<file path="src/rtl/exc_pkg.sv">
package exc_pkg;
  localparam int XLEN        = 32;
  localparam int NUM_CODES   = 8;
  localparam int CODE_W      = $clog2(NUM_CODES);
  localparam int VEC_SHIFT   = 5;
  localparam int BASE_ZEROS  = 8;
  localparam int SEL_W       = 2;
  localparam int IE_W        = 3;

  typedef enum logic [CODE_W-1:0] {
    EXC_RESET   = 3'd0,
    EXC_BRKPT   = 3'd1,
    EXC_IBUS    = 3'd2,
    EXC_WATCH   = 3'd3,
    EXC_DBUS    = 3'd4,
    EXC_DIVZERO = 3'd5,
    EXC_IRQ     = 3'd6,
    EXC_SYSCALL = 3'd7
  } exc_code_e;

  typedef enum logic [SEL_W-1:0] {
    SEL_EBA  = 2'd0,
    SEL_DEBA = 2'd1,
    SEL_IE   = 2'd2,
    SEL_DC   = 2'd3
  } csr_sel_e;

  function automatic logic code_is_debug(input logic [CODE_W-1:0] code);
    return (code == EXC_BRKPT) || (code == EXC_WATCH);
  endfunction

  function automatic logic [XLEN-1:0] handler_addr(input logic [XLEN-1:0] base,
                                                    input logic [CODE_W-1:0] code);
    return base + (XLEN'(code) << VEC_SHIFT);
  endfunction

  function automatic logic [XLEN-1:0] align_base(input logic [XLEN-1:0] raw);
    return {raw[XLEN-1:BASE_ZEROS], {BASE_ZEROS{1'b0}}};
  endfunction
endpackage

</file>
<file path="src/rtl/exc_arbiter.sv">
module exc_arbiter #(
  parameter int N  = exc_pkg::NUM_CODES,
  parameter int CW = exc_pkg::CODE_W
) (
  input  logic [N-1:0]  req,
  output logic          any,
  output logic [CW-1:0] code
);
  always_comb begin
    any  = |req;
    code = '0;
    for (int i = N - 1; i >= 0; i--) begin
      if (req[i]) code = CW'(i);
    end
  end
endmodule

</file>
<file path="src/rtl/exc_state.sv">
module exc_state
  import exc_pkg::*;
(
  input  logic             clk,
  input  logic             rst_n,
  input  logic             csr_we,
  input  logic [SEL_W-1:0] csr_sel,
  input  logic [XLEN-1:0]  csr_wdata,
  input  logic             take_exc,
  input  logic             take_dbg,
  input  logic             take_eret,
  input  logic             take_bret,
  input  logic [XLEN-1:0]  pc_in,
  output logic [XLEN-1:0]  eba,
  output logic [XLEN-1:0]  deba,
  output logic             dc_remap,
  output logic [IE_W-1:0]  ie_bits,
  output logic [XLEN-1:0]  ea,
  output logic [XLEN-1:0]  ba
);
  logic ie_q, eie_q, bie_q;
  logic ie_wr_ok;

  assign ie_wr_ok = csr_we && (csr_sel == SEL_IE) && !take_exc && !take_eret && !take_bret;
  assign ie_bits  = {bie_q, eie_q, ie_q};

  always_ff @(posedge clk) begin
    if (!rst_n) begin
      eba      <= '0;
      deba     <= '0;
      dc_remap <= 1'b0;
    end else if (csr_we) begin
      case (csr_sel)
        SEL_EBA:  eba      <= align_base(csr_wdata);
        SEL_DEBA: deba     <= align_base(csr_wdata);
        SEL_DC:   dc_remap <= csr_wdata[0];
        default:  ;
      endcase
    end
  end

  always_ff @(posedge clk) begin
    if (!rst_n) begin
      ea <= '0;
      ba <= '0;
    end else if (take_exc) begin
      if (take_dbg) ba <= pc_in;
      else          ea <= pc_in;
    end
  end

  always_ff @(posedge clk) begin
    if (!rst_n) begin
      ie_q  <= 1'b0;
      eie_q <= 1'b0;
      bie_q <= 1'b0;
    end else if (take_exc) begin
      if (take_dbg) bie_q <= ie_q;
      else          eie_q <= ie_q;
      ie_q <= 1'b0;
    end else if (take_eret) begin
      ie_q <= eie_q;
    end else if (take_bret) begin
      ie_q <= bie_q;
    end else if (ie_wr_ok) begin
      ie_q  <= csr_wdata[0];
      eie_q <= csr_wdata[1];
      bie_q <= csr_wdata[2];
    end
  end
endmodule

</file>
<file path="src/rtl/exc_entry_ctrl.sv">
module exc_entry_ctrl
  import exc_pkg::*;
(
  input  logic                  clk,
  input  logic                  rst_n,
  input  logic [NUM_CODES-1:0]  exc_req,
  input  logic [XLEN-1:0]       pc_in,
  input  logic                  eret,
  input  logic                  bret,
  input  logic                  csr_we,
  input  logic [SEL_W-1:0]      csr_sel,
  input  logic [XLEN-1:0]       csr_wdata,
  output logic                  redirect_valid,
  output logic [XLEN-1:0]       redirect_pc,
  output logic                  abort,
  output logic [XLEN-1:0]       ea,
  output logic [XLEN-1:0]       ba,
  output logic [IE_W-1:0]       ie_bits,
  output logic                  dc_remap,
  output logic [XLEN-1:0]       eba,
  output logic [XLEN-1:0]       deba
);
  logic [NUM_CODES-1:0] req_eff;
  logic                 req_any;
  logic [CODE_W-1:0]    take_code;
  logic                 take_exc, take_dbg, take_abort, take_eret, take_bret;
  logic [XLEN-1:0]      entry_base;

  always_comb begin
    req_eff = exc_req;
    if (!ie_bits[0]) req_eff[EXC_IRQ] = 1'b0;
  end

  exc_arbiter #(.N(NUM_CODES), .CW(CODE_W)) u_arb (
    .req  (req_eff),
    .any  (req_any),
    .code (take_code)
  );

  assign take_abort = req_any && (take_code == EXC_RESET);
  assign take_exc   = req_any && (take_code != EXC_RESET);
  assign take_dbg   = take_exc && code_is_debug(take_code);
  assign take_eret  = !req_any && eret;
  assign take_bret  = !req_any && !eret && bret;
  assign entry_base = (take_dbg || dc_remap) ? deba : eba;

  exc_state u_state (
    .clk       (clk),
    .rst_n     (rst_n),
    .csr_we    (csr_we),
    .csr_sel   (csr_sel),
    .csr_wdata (csr_wdata),
    .take_exc  (take_exc),
    .take_dbg  (take_dbg),
    .take_eret (take_eret),
    .take_bret (take_bret),
    .pc_in     (pc_in),
    .eba       (eba),
    .deba      (deba),
    .dc_remap  (dc_remap),
    .ie_bits   (ie_bits),
    .ea        (ea),
    .ba        (ba)
  );

  always_ff @(posedge clk) begin
    if (!rst_n) begin
      redirect_valid <= 1'b0;
      redirect_pc    <= '0;
      abort          <= 1'b0;
    end else begin
      redirect_valid <= take_exc || take_eret || take_bret;
      abort          <= take_abort;
      if (take_exc)       redirect_pc <= handler_addr(entry_base, take_code);
      else if (take_eret) redirect_pc <= ea;
      else if (take_bret) redirect_pc <= ba;
    end
  end
endmodule

</file>
<file path="config.mk">
export PLATFORM = sky130hd
export DESIGN_NAME = exc_entry_ctrl
export DESIGN_NICKNAME = d
export VERILOG_FILES = /design/src/rtl/exc_pkg.sv /design/src/rtl/exc_arbiter.sv /design/src/rtl/exc_state.sv /design/src/rtl/exc_entry_ctrl.sv
export SDC_FILE = /design/constraint.sdc
export NUM_CORES = 1
export LEC_CHECK = 0
export BUFFER_PORTS_ARGS = -buffer_cell sky130_fd_sc_hd__buf_2
export CAP_MARGIN = 20
export CORE_AREA = 3 3 120 122
export CTS_CLUSTER_DIAMETER = 80
export DETAILED_ROUTE_END_ITERATION = 16
export DIE_AREA = 0 0 123 125
export GPL_ROUTABILITY_DRIVEN = 0
export GPL_TIMING_DRIVEN = 0
export PLACE_DENSITY = 0.78
export SYNTH_ARGS = -nofsm -noshare
export SYNTH_HDL_FRONTEND = slang
export SYNTH_SLANG_ARGS = --single-unit
</file>
<file path="constraint.sdc">
create_clock -name clk -period 2.45 [get_ports clk]
set_input_delay 0.6125 -clock clk [delete_from_list [all_inputs] [get_ports clk]]
set_output_delay 0.6125 -clock clk [all_outputs]
set_load 0.05 [all_outputs]
</file>
==> out/qor.csv <==
stage;metric;value;unit
clock_tree;cts_setup_buffers;0;
placement;dp.final_hpwl;17900;um
power;ir_worst_vdd;0.460;mV
finish;utilization;63.9;%
drt;met2_length;10700;um
floorplanning;io_pins;245;
clock_tree;tritoncts;built;
clock_tree;ctsResizeCount;0;
clock_tree;cts_buffers;17;
yosys;synth_most_common_cell;nand2_1;
worst_setup_path;crit_fanout;10;
yosys;ys_ff_latch;150;
worst_setup_path;cp-end-kind;register;
yosys;synth_ff_type;dfxtp_1;
worst_setup_path;required;2.80;ns
worst_setup_path;cp_cell_sequence;buf_2 -> nor2b_1 -> o21bai_1 -> clkbuf_1 -> clkbuf_1 -> nand2_1 -> a21oi_1;
global_routing;grt_start_max_net_pins;17;
yosys;synth_top_area_share;46.0;%
finish;fin_area;8490;um^2
power;p_total;6450;uW
yosys;synth-edff-count;0;
floorplanning;die_area;15400;um^2
sta;setup_ws;0.143;ns
drt;wire_per_inst;18.3;um
drt;drt_first_iter_violations;842;
worst_setup_path;cp_data_arrival_time;2.66;ns
yosys;synthDistinctLibCells;49;
sta;timing.final.crit_share;94.2;%
yosys;synth_area;6540;um^2
sta;fmax;0.433;GHz
clock_tree;clock_path_buffers;2;
clock_tree;cts-root-buf;clkbuf_16;
global_routing;grt_pass1_vias;6424;
drt;postRouteAntennaNets;0;
yosys;ys_seq_area_share;46.0;%
finish;area_growth;29.9;%
drt;wl_met1;9610;um
drt;viasPerCell;5.54;
global_routing;grt_usage;29.3;%
sta;rsz0062_at_grt;no;
worst_setup_path;slowest_delay;0.51;ns
yosys;post_synth.cell_area_avg;7.84;um^2
drt;dr.pass1.iters;5;
sta;report.final.slew_viol_count;0;
clock_tree;cts_sinks;150;
drt;vias;7075;
floorplanning;initial_utilization;49.2;%
clock_tree;clk_pin_slew;0.06;ns
placement;port-buffer-count;221;
floorplanning;rows;42;
run_status;status;finished, final reports clean;
min_path;worstHoldPathType;input port to register;
sta;period_needed;2.31;ns
worst_setup_path;crit_top_cell;clkbuf_1;
global_routing;grt_overflow;0;
clock_tree;cts_hold_buf;0;
sta;worst_slew_pin_slew;0.735;ns
floorplanning;core;13300;um^2
yosys;synthArstFlopShare;0;%
yosys;synth_top_area_cell;dfxtp_1;
yosys;synthCells;834;
clock_tree;htreeDepth;4;
global_routing;grt_pass1_wl;35300;um
drt;wirelength;23300;um
sta;clock_skew;0.00846;ns
placement;dpl-instance-area;7920;um^2
yosys;synth_warnings;0;
clock_tree;clkLatencyLatePin;0.43;ns
floorplanning;die_h;125;um
power;power_density;759;nW/um^2
yosys;synthTopCellsByArea;dfxtp_1 (46%), nand2_1 (11%), a21oi_1 (11%);
drt;drc;0;
yosys;synth_common_cells;nand2_1 (192), dfxtp_1 (150), a21oi_1 (138), clkbuf_1 (54), nand3_1 (47);
sta;setup_violations;0;
finish;n_antenna_cell;0;
worst_setup_path;crit_type;input port to register;
worst_setup_path;crit_path_top_delay_cell;clkbuf_1;
sta;relSlewSlack;50.9;%
floorplanning;die_w;123;um
global_routing;antenna_found_initial;1;
placement;pre_cts_ws;-0.249;ns
finish;drive_above_1_share;27.1;%
drt;route.met3.wl;2400;um
worst_setup_path;startpoint_type;input port;
sta;final_hold_viol_count;0;
finish;nNetsFinal;1168;
power;leakagePower;0.00363;uW
run;maxCapViolCount;0;
drt;topRoutingLayerUsed;met5;
sta;fin_setup_tns;0;ns
-- cell type report --
class / instances / area, um^2
plain buffers: 90 / 448
clock buffers: 19 / 443
clock inverters: 12 / 130
fillers: 1198 / 4800
inverters: 3 / 11.3
multi-input cells: 606 / 3130
flip-flops and latches: 150 / 3000
well taps: 176 / 220
repair buffers: 221 / 1110
-- state kept, by name (all words and copies together), names as in the netlist --
| register | count |
|---|---|
| abort | 1 |
| redirect_pc | 32 |
| redirect_valid | 1 |
| u_state.ba | 32 |
| u_state.bie_q | 1 |
| u_state.dc_remap | 1 |
| u_state.deba | 24 |
| u_state.ea | 32 |
| u_state.eba | 24 |
| u_state.eie_q | 1 |
| u_state.ie_q | 1 |
-- routing by layer --
layer	global-route usage, %	up-vias
met5	0	-
met2	47.0	430
li1	-	3393
met1	39.4	3201
met4	9.64	2
met3	6.23	49
-- logic make-up after synthesis --
family / share of synthesized area [%]
multiplexers: 1.24
flip-flops: 46.0
AO/OA/AOI/OAI: 25.8
AND/OR/NAND/NOR: 20.0
other: 0.0574
buffers and inverters: 7.03
-- worst max-delay path, delay by kind of cell --
| kind | cells | cell delay, ns |
|---|---|---|
| simple gates | 2 | 0.29 |
| compound gates | 2 | 0.61 |
| buf+inv | 3 | 1.15 |
-- power by group --
part           internal (uW)  leakage, uW  switching, uW  total, uW
combinational            309      0.00214            936       1240
sequential              2560      0.00123           93.9       2660
clock                   1510     0.000267           1030       2550
total                   4390      0.00363           2060       6450
-- layout by cell type (no fill, tap or decap), drive strengths merged, types with 2 or more instances in the layout --
cell and instances:
nor2 41, clkinvlp 5, a211oi 15, nor2b 4, conb 16, o2bb2ai 6
o21ai 60, o31ai 3, nand2 192, nand3b 4, a2111oi 2, a22oi 15
a31oi 2, nor3 2, mux2i 7, a21o 2, o31a 10, clkinv 5
buf 257, and3 10, bufinv 2, a311oi 15, dfxtp 150, clkbuf 73
a21oi 138, nand3 47, inv 3
-- worst paths after layout --
kind	from	to	slack, ns	cells after the start
setup / recovery	exc_req[3]	u_state.ba[29]	0.14	7
hold / removal	pc_in[8]	u_state.ba[8]	0.43	3
setup reg to reg	u_state.ie_q	redirect_pc[26]	0.18	5
hold reg to reg	u_state.deba[16]	u_state.deba[16]	0.47	2
-- stage by stage --
step,std cells,hold WS (ns)
floorplan,849,0.532
global route,1277,0.428
detailed placement,1246,0.448
CTS,1277,0.424
global placement,1246,0.442
finish,1277,0.426
Note: power is estimated with default switching activity, not from simulation.
